## src/rtl/clkrep_pkg.sv

```systemverilog
// Shared types for the clock frame replacer.
// Assumes: consumers import this package before declaring ports.
package clkrep_pkg;

    // Sweep controller state
    typedef enum logic {
        ST_IDLE  = 1'b0,
        ST_SWEEP = 1'b1
    } sweep_state_e;

    // Action the controller applies to the frame under the hand
    typedef enum logic [1:0] {
        ACT_NONE  = 2'd0,
        ACT_CLEAR = 2'd1,
        ACT_BUMP  = 2'd2,
        ACT_EVICT = 2'd3
    } chk_act_e;

endpackage

```

## src/rtl/frame_table.sv

```systemverilog
// Per-frame state: present, use, modified and sweep count.
// Assumes: one check action per cycle, on frame chk_idx. A load overrides
// everything else for its frame. An access is applied after the check, so a
// use bit set in the same cycle survives the clear.
module frame_table
    import clkrep_pkg::*;
#(
    parameter int NUM_FRAMES = 4,
    parameter int IDX_W      = 2,
    parameter int CNT_W      = 2
) (
    input  logic                        clk,
    input  logic                        rst_n,
    input  logic                        acc_valid,
    input  logic [IDX_W-1:0]            acc_idx,
    input  logic                        acc_write,
    input  logic                        load_valid,
    input  logic [IDX_W-1:0]            load_idx,
    input  chk_act_e                    chk_act,
    input  logic [IDX_W-1:0]            chk_idx,
    output logic [NUM_FRAMES-1:0]       present_vec,
    output logic [NUM_FRAMES-1:0]       use_vec,
    output logic [NUM_FRAMES-1:0]       dirty_vec,
    output logic [NUM_FRAMES*CNT_W-1:0] cnt_flat
);

    for (genvar g = 0; g < NUM_FRAMES; g++) begin : g_frame
        logic             present_q;
        logic             use_q;
        logic             dirty_q;
        logic [CNT_W-1:0] cnt_q;
        logic             load_hit;
        logic             chk_hit;
        logic             acc_hit;

        assign load_hit = load_valid && (load_idx == IDX_W'(g));
        assign chk_hit  = (chk_idx == IDX_W'(g));
        assign acc_hit  = acc_valid && (acc_idx == IDX_W'(g)) && present_q;

        // Update one frame from load, check and access, in that priority
        always_ff @(posedge clk) begin
            if (!rst_n) begin
                present_q <= 1'b0;
                use_q     <= 1'b0;
                dirty_q   <= 1'b0;
                cnt_q     <= '0;
            end else if (load_hit) begin
                present_q <= 1'b1;
                use_q     <= 1'b0;
                dirty_q   <= 1'b0;
                cnt_q     <= '0;
            end else begin
                if (chk_hit) begin
                    case (chk_act)
                        ACT_CLEAR: begin
                            use_q <= 1'b0;
                            cnt_q <= '0;
                        end
                        ACT_BUMP:  cnt_q <= cnt_q + 1'b1;
                        ACT_EVICT: cnt_q <= '0;
                        default:   ;
                    endcase
                end
                if (acc_hit) begin
                    use_q <= 1'b1;
                    if (acc_write) dirty_q <= 1'b1;
                end
            end
        end

        assign present_vec[g]              = present_q;
        assign use_vec[g]                  = use_q;
        assign dirty_vec[g]                = dirty_q;
        assign cnt_flat[g*CNT_W +: CNT_W]  = cnt_q;
    end

    AST_LOAD_CLEAN: assert property (@(posedge clk) disable iff (!rst_n)
        load_valid |=> (present_vec[$past(load_idx)] && !use_vec[$past(load_idx)]
                        && !dirty_vec[$past(load_idx)]
                        && (cnt_flat[$past(load_idx)*CNT_W +: CNT_W] == '0)));

    AST_ACC_SETS_USE: assert property (@(posedge clk) disable iff (!rst_n)
        (acc_valid && present_vec[acc_idx] && !(load_valid && load_idx == acc_idx))
        |=> use_vec[$past(acc_idx)]);

endmodule

```

## src/rtl/empty_pick.sv

```systemverilog
// Finds the lowest-numbered frame that has never been loaded.
// Assumes: present_vec comes straight from the frame table.
module empty_pick #(
    parameter int NUM_FRAMES = 4,
    parameter int IDX_W      = 2
) (
    input  logic [NUM_FRAMES-1:0] present_vec,
    output logic                  any_empty,
    output logic [IDX_W-1:0]      empty_idx
);

    // Priority encode from the top so the lowest empty index wins
    always_comb begin
        any_empty = 1'b0;
        empty_idx = '0;
        for (int i = NUM_FRAMES - 1; i >= 0; i--) begin
            if (!present_vec[i]) begin
                any_empty = 1'b1;
                empty_idx = IDX_W'(i);
            end
        end
    end

endmodule

```

## src/rtl/sweep_ctrl.sv

```systemverilog
// Clock hand and sweep state machine. It decides each check, raises the
// early write-back and the victim pulse, and answers from the empty-frame
// finder while frames are still empty.
// Assumes: every frame is present whenever a sweep runs. A fault raised
// during a sweep is ignored.
module sweep_ctrl
    import clkrep_pkg::*;
#(
    parameter int NUM_FRAMES     = 4,
    parameter int IDX_W          = 2,
    parameter int CNT_W          = 2,
    parameter int CLEAN_CHANCES  = 1,
    parameter int DIRTY_CHANCES  = 2
) (
    input  logic                        clk,
    input  logic                        rst_n,
    input  logic                        fault_req,
    input  logic                        any_empty,
    input  logic [IDX_W-1:0]            empty_idx,
    input  logic [NUM_FRAMES-1:0]       present_vec,
    input  logic [NUM_FRAMES-1:0]       use_vec,
    input  logic [NUM_FRAMES-1:0]       dirty_vec,
    input  logic [NUM_FRAMES*CNT_W-1:0] cnt_flat,
    output chk_act_e                    chk_act,
    output logic [IDX_W-1:0]            chk_idx,
    output logic                        victim_valid,
    output logic [IDX_W-1:0]            victim_idx,
    output logic                        victim_dirty,
    output logic                        wb_req,
    output logic [IDX_W-1:0]            wb_idx
);

    localparam int MAX_CH    = (DIRTY_CHANCES > CLEAN_CHANCES) ? DIRTY_CHANCES : CLEAN_CHANCES;
    localparam int MAX_CHK   = MAX_CH * NUM_FRAMES + 1;
    localparam int CHK_W     = $clog2(MAX_CHK + 2);
    localparam logic [IDX_W-1:0] LAST_IDX = IDX_W'(NUM_FRAMES - 1);

    sweep_state_e      state_q;
    logic [IDX_W-1:0]  hand_q;
    logic [IDX_W-1:0]  hand_nx;
    logic              vic_q, vic_dirty_q, wb_q;
    logic [IDX_W-1:0]  vic_idx_q, wb_idx_q;
    logic [CHK_W-1:0]  chk_cnt_q;
    logic              cur_use, cur_dirty;
    logic [CNT_W-1:0]  cur_cnt, cnt_next, limit;
    logic              early_wb;

    // Read the frame under the hand and work out its fate
    always_comb begin
        cur_use   = use_vec[hand_q];
        cur_dirty = dirty_vec[hand_q];
        cur_cnt   = cnt_flat[hand_q*CNT_W +: CNT_W];
        cnt_next  = cur_cnt + 1'b1;
        limit     = cur_dirty ? CNT_W'(DIRTY_CHANCES) : CNT_W'(CLEAN_CHANCES);
        early_wb  = 1'b0;
        chk_act   = ACT_NONE;
        if (state_q == ST_SWEEP) begin
            if (cur_use) begin
                chk_act = ACT_CLEAR;
            end else if (cnt_next >= limit) begin
                chk_act = ACT_EVICT;
            end else begin
                chk_act  = ACT_BUMP;
                early_wb = cur_dirty && (DIRTY_CHANCES > 1)
                           && (cnt_next == CNT_W'(DIRTY_CHANCES - 1));
            end
        end
    end

    assign hand_nx = (hand_q == LAST_IDX) ? '0 : hand_q + 1'b1;
    assign chk_idx = hand_q;

    // Sweep state, hand position and the registered result pulses
    always_ff @(posedge clk) begin
        if (!rst_n) begin
            state_q     <= ST_IDLE;
            hand_q      <= '0;
            vic_q       <= 1'b0;
            vic_idx_q   <= '0;
            vic_dirty_q <= 1'b0;
            wb_q        <= 1'b0;
            wb_idx_q    <= '0;
            chk_cnt_q   <= '0;
        end else begin
            vic_q <= 1'b0;
            wb_q  <= 1'b0;
            case (state_q)
                ST_IDLE: begin
                    chk_cnt_q <= '0;
                    if (fault_req) begin
                        if (any_empty) begin
                            vic_q       <= 1'b1;
                            vic_idx_q   <= empty_idx;
                            vic_dirty_q <= 1'b0;
                        end else begin
                            state_q <= ST_SWEEP;
                        end
                    end
                end
                ST_SWEEP: begin
                    hand_q    <= hand_nx;
                    chk_cnt_q <= chk_cnt_q + 1'b1;
                    if (early_wb) begin
                        wb_q     <= 1'b1;
                        wb_idx_q <= hand_q;
                    end
                    if (chk_act == ACT_EVICT) begin
                        vic_q       <= 1'b1;
                        vic_idx_q   <= hand_q;
                        vic_dirty_q <= cur_dirty;
                        state_q     <= ST_IDLE;
                    end
                end
                default: state_q <= ST_IDLE;
            endcase
        end
    end

    assign victim_valid = vic_q;
    assign victim_idx   = vic_idx_q;
    assign victim_dirty = vic_dirty_q;
    assign wb_req       = wb_q;
    assign wb_idx       = wb_idx_q;

    AST_HAND_STEP: assert property (@(posedge clk) disable iff (!rst_n)
        (state_q == ST_SWEEP) |=> (hand_q == (($past(hand_q) == LAST_IDX) ? '0 : $past(hand_q) + 1'b1)));

    AST_VICTIM_PULSE: assert property (@(posedge clk) disable iff (!rst_n)
        victim_valid |=> !victim_valid);

    AST_SWEEP_BOUND: assert property (@(posedge clk) disable iff (!rst_n)
        (state_q == ST_SWEEP) |-> (chk_cnt_q < CHK_W'(MAX_CHK)));

    AST_WB_DIRTY: assert property (@(posedge clk) disable iff (!rst_n)
        wb_req |-> dirty_vec[wb_idx]);

    AST_EMPTY_FREE: assert property (@(posedge clk) disable iff (!rst_n)
        any_empty |-> !present_vec[empty_idx]);

endmodule

```

## src/rtl/clock_nchance_replacer.sv

```systemverilog
// Top of the clock frame replacer: connects the frame table, the empty
// finder and the sweep controller.
// Assumes: the user loads the victim frame before it raises the next fault.
module clock_nchance_replacer
    import clkrep_pkg::*;
#(
    parameter int NUM_FRAMES    = 4,
    parameter int CLEAN_CHANCES = 1,
    parameter int DIRTY_CHANCES = 2,
    localparam int IDX_W        = (NUM_FRAMES > 1) ? $clog2(NUM_FRAMES) : 1,
    localparam int CNT_W        = $clog2(DIRTY_CHANCES + CLEAN_CHANCES + 1)
) (
    input  logic             clk,
    input  logic             rst_n,
    input  logic             acc_valid,
    input  logic [IDX_W-1:0] acc_idx,
    input  logic             acc_write,
    input  logic             load_valid,
    input  logic [IDX_W-1:0] load_idx,
    input  logic             fault_req,
    output logic             victim_valid,
    output logic [IDX_W-1:0] victim_idx,
    output logic             victim_dirty,
    output logic             wb_req,
    output logic [IDX_W-1:0] wb_idx
);

    logic [NUM_FRAMES-1:0]       present_vec, use_vec, dirty_vec;
    logic [NUM_FRAMES*CNT_W-1:0] cnt_flat;
    logic                        any_empty;
    logic [IDX_W-1:0]            empty_idx;
    chk_act_e                    chk_act;
    logic [IDX_W-1:0]            chk_idx;

    frame_table #(
        .NUM_FRAMES (NUM_FRAMES),
        .IDX_W      (IDX_W),
        .CNT_W      (CNT_W)
    ) u_table (
        .clk         (clk),
        .rst_n       (rst_n),
        .acc_valid   (acc_valid),
        .acc_idx     (acc_idx),
        .acc_write   (acc_write),
        .load_valid  (load_valid),
        .load_idx    (load_idx),
        .chk_act     (chk_act),
        .chk_idx     (chk_idx),
        .present_vec (present_vec),
        .use_vec     (use_vec),
        .dirty_vec   (dirty_vec),
        .cnt_flat    (cnt_flat)
    );

    empty_pick #(
        .NUM_FRAMES (NUM_FRAMES),
        .IDX_W      (IDX_W)
    ) u_empty (
        .present_vec (present_vec),
        .any_empty   (any_empty),
        .empty_idx   (empty_idx)
    );

    sweep_ctrl #(
        .NUM_FRAMES    (NUM_FRAMES),
        .IDX_W         (IDX_W),
        .CNT_W         (CNT_W),
        .CLEAN_CHANCES (CLEAN_CHANCES),
        .DIRTY_CHANCES (DIRTY_CHANCES)
    ) u_sweep (
        .clk          (clk),
        .rst_n        (rst_n),
        .fault_req    (fault_req),
        .any_empty    (any_empty),
        .empty_idx    (empty_idx),
        .present_vec  (present_vec),
        .use_vec      (use_vec),
        .dirty_vec    (dirty_vec),
        .cnt_flat     (cnt_flat),
        .chk_act      (chk_act),
        .chk_idx      (chk_idx),
        .victim_valid (victim_valid),
        .victim_idx   (victim_idx),
        .victim_dirty (victim_dirty),
        .wb_req       (wb_req),
        .wb_idx       (wb_idx)
    );

endmodule

```

## config.mk

```make
export PLATFORM = sky130hd
export DESIGN_NAME = clock_nchance_replacer
export DESIGN_NICKNAME = d
export VERILOG_FILES = /design/src/rtl/clkrep_pkg.sv /design/src/rtl/frame_table.sv /design/src/rtl/empty_pick.sv /design/src/rtl/sweep_ctrl.sv /design/src/rtl/clock_nchance_replacer.sv
export SDC_FILE = /design/constraint.sdc
export NUM_CORES = 1
export LEC_CHECK = 0
export BUFFER_PORTS_ARGS = -buffer_cell sky130_fd_sc_hd__buf_2
export CAP_MARGIN = 40
export CORE_MARGIN = 4
export CORE_UTILIZATION = 27
export DETAILED_ROUTE_END_ITERATION = 7
export GPL_TIMING_DRIVEN = 0
export SETUP_SLACK_MARGIN = 0.3
export SYNTH_ARGS = -nofsm -noshare
export SYNTH_HDL_FRONTEND = slang
export SYNTH_SLANG_ARGS = --single-unit
```

## constraint.sdc

```tcl
create_clock -name clk -period 5.82 [get_ports clk]
set_input_delay 0 -clock clk [delete_from_list [all_inputs] [get_ports clk]]
set_output_delay 0 -clock clk [all_outputs]
set_load 0.05 [all_outputs]
```

==> results_dict.tcl, run 1 <==
set metrics [dict create \
    dieHeight_um 83.3 \
    hold_slack_ps 47.3 \
    path_delay_family "multiplexers" \
    die_area_sq_um 6950 \
    stdcell_count 271 \
    synth_edf_count 0 \
    drt-initial-drc-count 42 \
    status "complete, no violations" \
    synth_seq_cells 30 \
    core_area_sq_um 5510 \
    cts_setup_buffers 0 \
    area_growth_pct 17.7 \
    ir_worst_vdd_mv 0.163 \
    ys_warn_count 0 \
    final_layout_size_suffix_gt1_frac 0.166 \
    vias 1266 \
    layout_commonest_cell "dfxtp_1" \
    rsz0062_at_grt "false" \
    post_synth_instance_area_sq_um 1530 \
    grt_remaining_overflow 0 \
    hold_viol_final 0 \
    crit_slowest_cell "mux4_2" \
    postRouteAntennaNets 0 \
    hp-class "input port to flop" \
    fin_worst_skew_ps 4.65 \
    tightestPinTransition_ps 642 \
    max_freq_mhz 322 \
    crit_path_max_fanout 10 \
    num_io_pins 17 \
    antenna_found_initial 0 \
    synth_area_per_cell_sq_um 8.81 \
    layout_common_cells "dfxtp_1 (30), nand2_1 (27), buf_2 (17)" \
    grt_pass1_wl_um 5460 \
    antennaDiodeCount 0 \
    yosysUniqueCellTypes 34 \
    cts_max_level 2 \
    crit_path_end_kind "flop" \
    start_util 0.278 \
    cts_buffer_depth 2 \
    dieWidth_um 83.3 \
    worst-endpoint-required_ps 6030 \
    cts_tree "done" \
    critPathBufInv 2 \
    cts_sinks 30 \
    hold_start "load_idx[0]" \
    numCtsBuffers 5 \
    fp-row-count 27 \
    gp_congestion 0.777 \
    tns_ps 0 \
    cp-start-kind "flop" \
    nets 215 \
    r2r_end "u_sweep.wb_idx[0]$_SDFFE_PN0P_" \
    cts_hold_buf 1 \
    path_clk_slew_ps 60 \
    regToRegStartpoint "u_sweep.chk_idx[1]$_SDFFE_PN0P_" \
    critPathMostFrequentCell "ha_1" \
    reg2reg_slack_ps 2710 \
    synth_cells 174 \
    setup_viol 0 \
    period_minus_slack_ps 3110 \
    clk_latency_ps 280 \
    synth-main-ff-cell "dfxtp_1" \
    relSlewSlack 0.567 \
    first_global_vias 1210 \
    cp_cell_sequence "clkbuf_1 -> mux4_2 -> inv_1 -> ha_1 -> ha_1 -> a211oi_1 -> and3_2 -> mux2i_1" \
    cap_violations 0 \
    r2r_cells 8 \
    hold_depth 3 \
    dr.pass1.iters 4 \
    seq_area_frac_synth 0.392 \
    async_reset_ff_frac 0 \
    grt_max_degree 11 \
    power_leakage_nw 0.643 \
    routed_via_density 4.67 \
    arrival_ps 3310 \
    crit_type "flop to flop" \
    wl_per_cell_um 11.9 \
    cts_root_buffer "clkbuf_8" \
    period_share 0.534 \
    post-dp-hpwl_um 2490 \
    power.density_nw_per_um2 224 \
    totalWireLength_um 3230 \
    drv_slew 0 \
    hold_path_end "u_table.g_frame[3].present_q$_SDFFE_PN0P_" \
    drc 0 \
    numPortBuffers 16 \
    synthesis.nets 191 \
    cts-resized-gates 0 \
    slowest_delay_ps 560 \
    dp.cells 262 \
    groute.usage.overall 0.0970 \
]
==> flip-flops by register name, summed over array words and instances, names as in the netlist <==
signal / count
u_table.g_frame.cnt_q: 8
u_table.g_frame.dirty_q: 4
u_table.g_frame.use_q: 4
u_sweep.wb_req: 1
u_sweep.victim_dirty: 1
u_table.g_frame.present_q: 4
u_sweep.state_q: 1
u_sweep.wb_idx: 2
u_sweep.victim_valid: 1
u_sweep.victim_idx: 2
u_sweep.chk_idx: 2
==> cell type report <==
class	count	area [sq um]
sequential	30	601
buffer	5	20.0
timing repair buffer	17	90.1
clock buffer	7	86.3
clock inverter	1	5.00
inverter	8	30.0
fill	562	3700
multi-input combinational	131	882
tap	72	90.1
==> report_power, final <==
| group | switching [W] | leakage [nW] | internal (W) | total, W |
|---|---|---|---|---|
| sequential | 0.00000236 | 0.243 | 0.000208 | 0.000210 |
| clock | 0.0000758 | 0.0482 | 0.0000952 | 0.000171 |
| combinational | 0.0000136 | 0.353 | 0.00000853 | 0.0000222 |
==> synth_stat cells (2+ instances only) <==
cell type | n | share of area
dfxtp_1 | 30 | 0.39
nand2_1 | 27 | 0.066
a21oi_1 | 14 | 0.046
o21ai_0 | 11 | 0.036
mux2i_1 | 10 | 0.065
nor2_1 | 9 | 0.022
nor2b_1 | 9 | 0.037
inv_1 | 8 | 0.020
ha_1 | 7 | 0.057
nor3b_1 | 5 | 0.024
clkbuf_1 | 4 | 0.0098
nand2b_1 | 4 | 0.016
or3_1 | 4 | 0.016
and2_1 | 3 | 0.012
mux4_2 | 3 | 0.044
nand3_1 | 3 | 0.0098
a21boi_0 | 2 | 0.0098
mux2_2 | 2 | 0.015
nand4_1 | 2 | 0.0082
o21a_1 | 2 | 0.0098
o21ba_2 | 2 | 0.013
==> through the flow <==
stage	cell area [sq um]	setup WS [ps]	total power [W]	utilization
2_1_floorplan	1530	3210	0.000227	-
3_3_place_gp	1700	2700	0.000236	0.309
3_5_place_dp	1700	2680	0.000236	0.309
4_1_cts	1800	2660	0.000408	0.328
5_1_grt	1800	2490	0.000423	0.328
6_report	1800	2710	0.000403	0.328
==> worst reg2reg max path, cell delays in order (launching register included) <==
cell and delay, ps:
dfxtp_1 400, clkbuf_1 410, mux4_2 560, inv_1 70, ha_1 230, ha_1 330, a211oi_1 520, and3_2 340
mux2i_1 180
==> kinds of logic after synthesis <==
family | after synthesis | synth area share
simple gates | 70 | 0.233
compound gates | 39 | 0.161
flops | 30 | 0.392
mux | 15 | 0.124
buf+inv | 13 | 0.0326
fa+ha+maj | 7 | 0.0571
==> how the worst max path moves through the flow <==
stage / startpoint / endpoint / depth (start not counted)
global placement: u_sweep.chk_idx[1]$_SDFFE_PN0P_ / u_sweep.wb_idx[0]$_SDFFE_PN0P_ / 8
detailed placement: u_sweep.chk_idx[1]$_SDFFE_PN0P_ / u_sweep.wb_idx[0]$_SDFFE_PN0P_ / 8
finish: u_sweep.chk_idx[1]$_SDFFE_PN0P_ / u_sweep.wb_idx[0]$_SDFFE_PN0P_ / 8
CTS: u_sweep.chk_idx[1]$_SDFFE_PN0P_ / u_sweep.wb_idx[0]$_SDFFE_PN0P_ / 8
global route: u_sweep.chk_idx[1]$_SDFFE_PN0P_ / u_sweep.wb_idx[0]$_SDFFE_PN0P_ / 8
floorplan: u_sweep.chk_idx[1]$_SDFFE_PN0P_ / u_sweep.wb_idx[1]$_SDFFE_PN0P_ / 8
==> per-layer routing <==
metal / vias to the layer above / wire length, um / GRT usage
met1: 581 / 1580 / 0.123
met2: 21 / 1480 / 0.152
met3: 6 / 116 / 0.0308
met5: - / 0 / 0
met4: 0 / 49 / 0.0401
li1: 658 / - / -
Power figures use the tool's default switching activity.
==> run 2, diff against run 1 <==
Settings changed: ABC_AREA set to 1.
Clock period 5.82 ns to 3.2 ns, I/O delays scaled along.
==> run 2 against run 1 <==
Against the previous run:
- clock power up 84%
- via count up 7.3%
- global-route usage up 0.99 points
- first-iteration DRC count up 69%
- combinational power up 140%
- register-to-register slack worse by 1900 ps
- non-clock buffer count down 1
- synthesized cell count up 17%
- sequential power up 83%
- clock-buffer cell count unchanged
==> results_dict.tcl, run 2 <==
set metrics [dict create \
    cp-start-kind "flop" \
    setup_ws_ps 836 \
    area_growth_pct 18.1 \
    pre_cts_ws_ps 843 \
    relSlewSlack 0.689 \
    drv_slew 0 \
    cts_max_level 2 \
    dieHeight_um 83.9 \
    core_area_sq_um 5540 \
    groute.usage.overall 0.107 \
    clk_latency_ps 280 \
    arrival_ps 2550 \
    dp.cells 292 \
    design_area_sq_um 1840 \
    rsz0062_at_grt "false" \
    ir_worst_vdd_mv 0.279 \
    crit_slowest_cell "dfxtp_1" \
    drt-initial-drc-count 71 \
    vias 1358 \
    final_layout_size_suffix_gt1_frac 0.209 \
    tightestPinTransition_ps 466 \
    cts_sinks 30 \
    fin_worst_skew_ps 5.46 \
    numPortBuffers 16 \
    die_area_sq_um 7030 \
    grt_pass1_wl_um 6090 \
    ys_top_cells_by_area "dfxtp_1 (39%), nand2_1 (10%), inv_1 (6.0%), a21oi_1 (5.8%), ha_1 (5.6%)" \
    drc 0 \
    gp_congestion 0.796 \
    totalWireLength_um 3420 \
    synth_area_per_cell_sq_um 7.62 \
    critPathBufInv 4 \
    synth_edf_count 0 \
    fp-row-count 27 \
    regMostFlops "u_table.g_frame.cnt_q" \
    largest_reg_flops 8 \
    grt_max_degree 11 \
    power_leakage_nw 0.795 \
    dieWidth_um 83.9 \
    cts_tree "done" \
    power.density_nw_per_um2 409 \
    setup_viol 0 \
    period_minus_slack_ps 2360 \
    hold_viol_final 0 \
    synth.most_common_cell "nand2_1" \
    slowest_delay_ps 480 \
    layout_commonest_cell "nand2_1" \
    first_global_vias 1334 \
    synth_seq_cells 30 \
    power.total_w 0.000751 \
    path_delay_family "adder cells" \
    critPathMostFrequentCell "nand2_1" \
    m1WireLength_um 1750 \
    period_share 0.739 \
    worst-endpoint-required_ps 3380 \
    layout_common_cells "nand2_1 (42), dfxtp_1 (30), inv_1 (25)" \
    antennaDiodeCount 0 \
    cp_cell_sequence "inv_2 -> a32oi_1 -> inv_1 -> ha_1 -> ha_1 -> nand2_1 -> nand2_1 -> inv_1 -> nand2_4 -> inv_4 -> nand3_1 -> nand2_1 -> nor2_1" \
    synthesis.nets 221 \
    postRouteAntennaNets 0 \
    grt_remaining_overflow 0 \
    routed_via_density 4.50 \
    synth-main-ff-cell "dfxtp_1" \
    antenna_found_initial 0 \
    crit_path_end_kind "flop" \
    wl_met3_um 143 \
    cts_root_buffer "clkbuf_8" \
    path_clk_slew_ps 70 \
    cts-resized-gates 0 \
    synth_top_area_cell "dfxtp_1" \
    seq_area_frac_synth 0.386 \
    crit_type "flop to flop" \
    hp-class "input port to flop" \
    cap_violations 0 \
    wl_per_cell_um 11.3 \
    numCtsBuffers 5 \
    stdcell_count 302 \
    async_reset_ff_frac 0 \
    crit_path_max_fanout 10 \
    synth_cells 204 \
    status "complete, no violations" \
    place_area_sq_um 1720 \
    synth.top_cells.by_count "nand2_1 (42), dfxtp_1 (30), inv_1 (25), nor2_1 (23), a21oi_1 (18)" \
    yosysUniqueCellTypes 30 \
    post-dp-hpwl_um 2650 \
    post_synth_instance_area_sq_um 1550 \
    wl_met2_um 1490 \
    cts_buffer_depth 2 \
    ys_warn_count 0 \
    max_freq_mhz 423 \
    num_io_pins 17 \
    nets 246 \
    cts_setup_buffers 0 \
    reg2reg_slack_ps 840 \
    dr.pass1.iters 4 \
    synth_top_area_frac 0.386 \
    tns_ps 0 \
    top_layer_used "met4" \
    start_util 0.280 \
]
==> run 2: final timing paths <==
| kind | startpoint | end | depth (start not counted) |
|---|---|---|---|
| setup reg to reg | u_sweep.chk_idx[1]$_SDFFE_PN0P_ | u_sweep.wb_idx[1]$_SDFFE_PN0P_ | 13 |
| hold reg to reg | u_table.g_frame[1].dirty_q$_SDFFE_PP0P_ | u_table.g_frame[1].dirty_q$_SDFFE_PP0P_ | 2 |
| setup / recovery | u_sweep.chk_idx[1]$_SDFFE_PN0P_ | u_sweep.wb_idx[1]$_SDFFE_PN0P_ | 13 |
| hold / removal | load_idx[0] | u_table.g_frame[3].present_q$_SDFFE_PN0P_ | 3 |
==> run 2: worst reg2reg max path: cells and delay by family, from the launching register on <==
kind | cells | cell delay, ps
simple gates | 6 | 420
flops | 1 | 480
buf+inv | 4 | 480
compound gates | 1 | 310
fa+ha+maj | 2 | 570
==> run 2: metal layers <==
layer  up-vias  track usage
met5         -            0
met4         0       0.0351
met3         6       0.0316
met2        22        0.166
met1       617        0.141
li1        713            -
==> run 2: what timing repair did <==
item / CTS / global route
endpoints found under the hold margin: 3 / 0
hold buffers: 2 / 0
endpoints found under the setup margin: 0 / 0
==> run 2: power breakdown <==
part	switching [W]	internal, W
logic	0.0000357	0.0000167
registers	0.00000373	0.000380
clock network	0.000142	0.000173
total	0.000181	0.000570
==> run 2: cells by family after synthesis <==
kind of cell	after synthesis	synth area share
and+or+nand+nor	99	0.329
AOI/OAI and AO/OA	31	0.112
xor gates and xnor gates	5	0.0282
adders and majority gates	7	0.0564
buffers and inverters	32	0.0886
DFF	30	0.386
==> run 2: through the flow <==
stage | hold WS (ps) | utilization
after floorplan | 141 | -
after global placement | 270 | 0.311
after detailed placement | 274 | 0.311
after CTS | 37.1 | 0.331
after global routing | 47.1 | 0.331
final | 50.1 | 0.331
==> run 2: cell type report <==
class | instances | area (sq um)
tap | 72 | 90.1
sequential | 30 | 601
fill | 624 | 3700
multi-input combinational | 142 | 816
clock buffer | 7 | 86.3
buffer | 3 | 26.3
inverter | 29 | 111
timing repair buffer | 18 | 100
clock inverter | 1 | 5.00
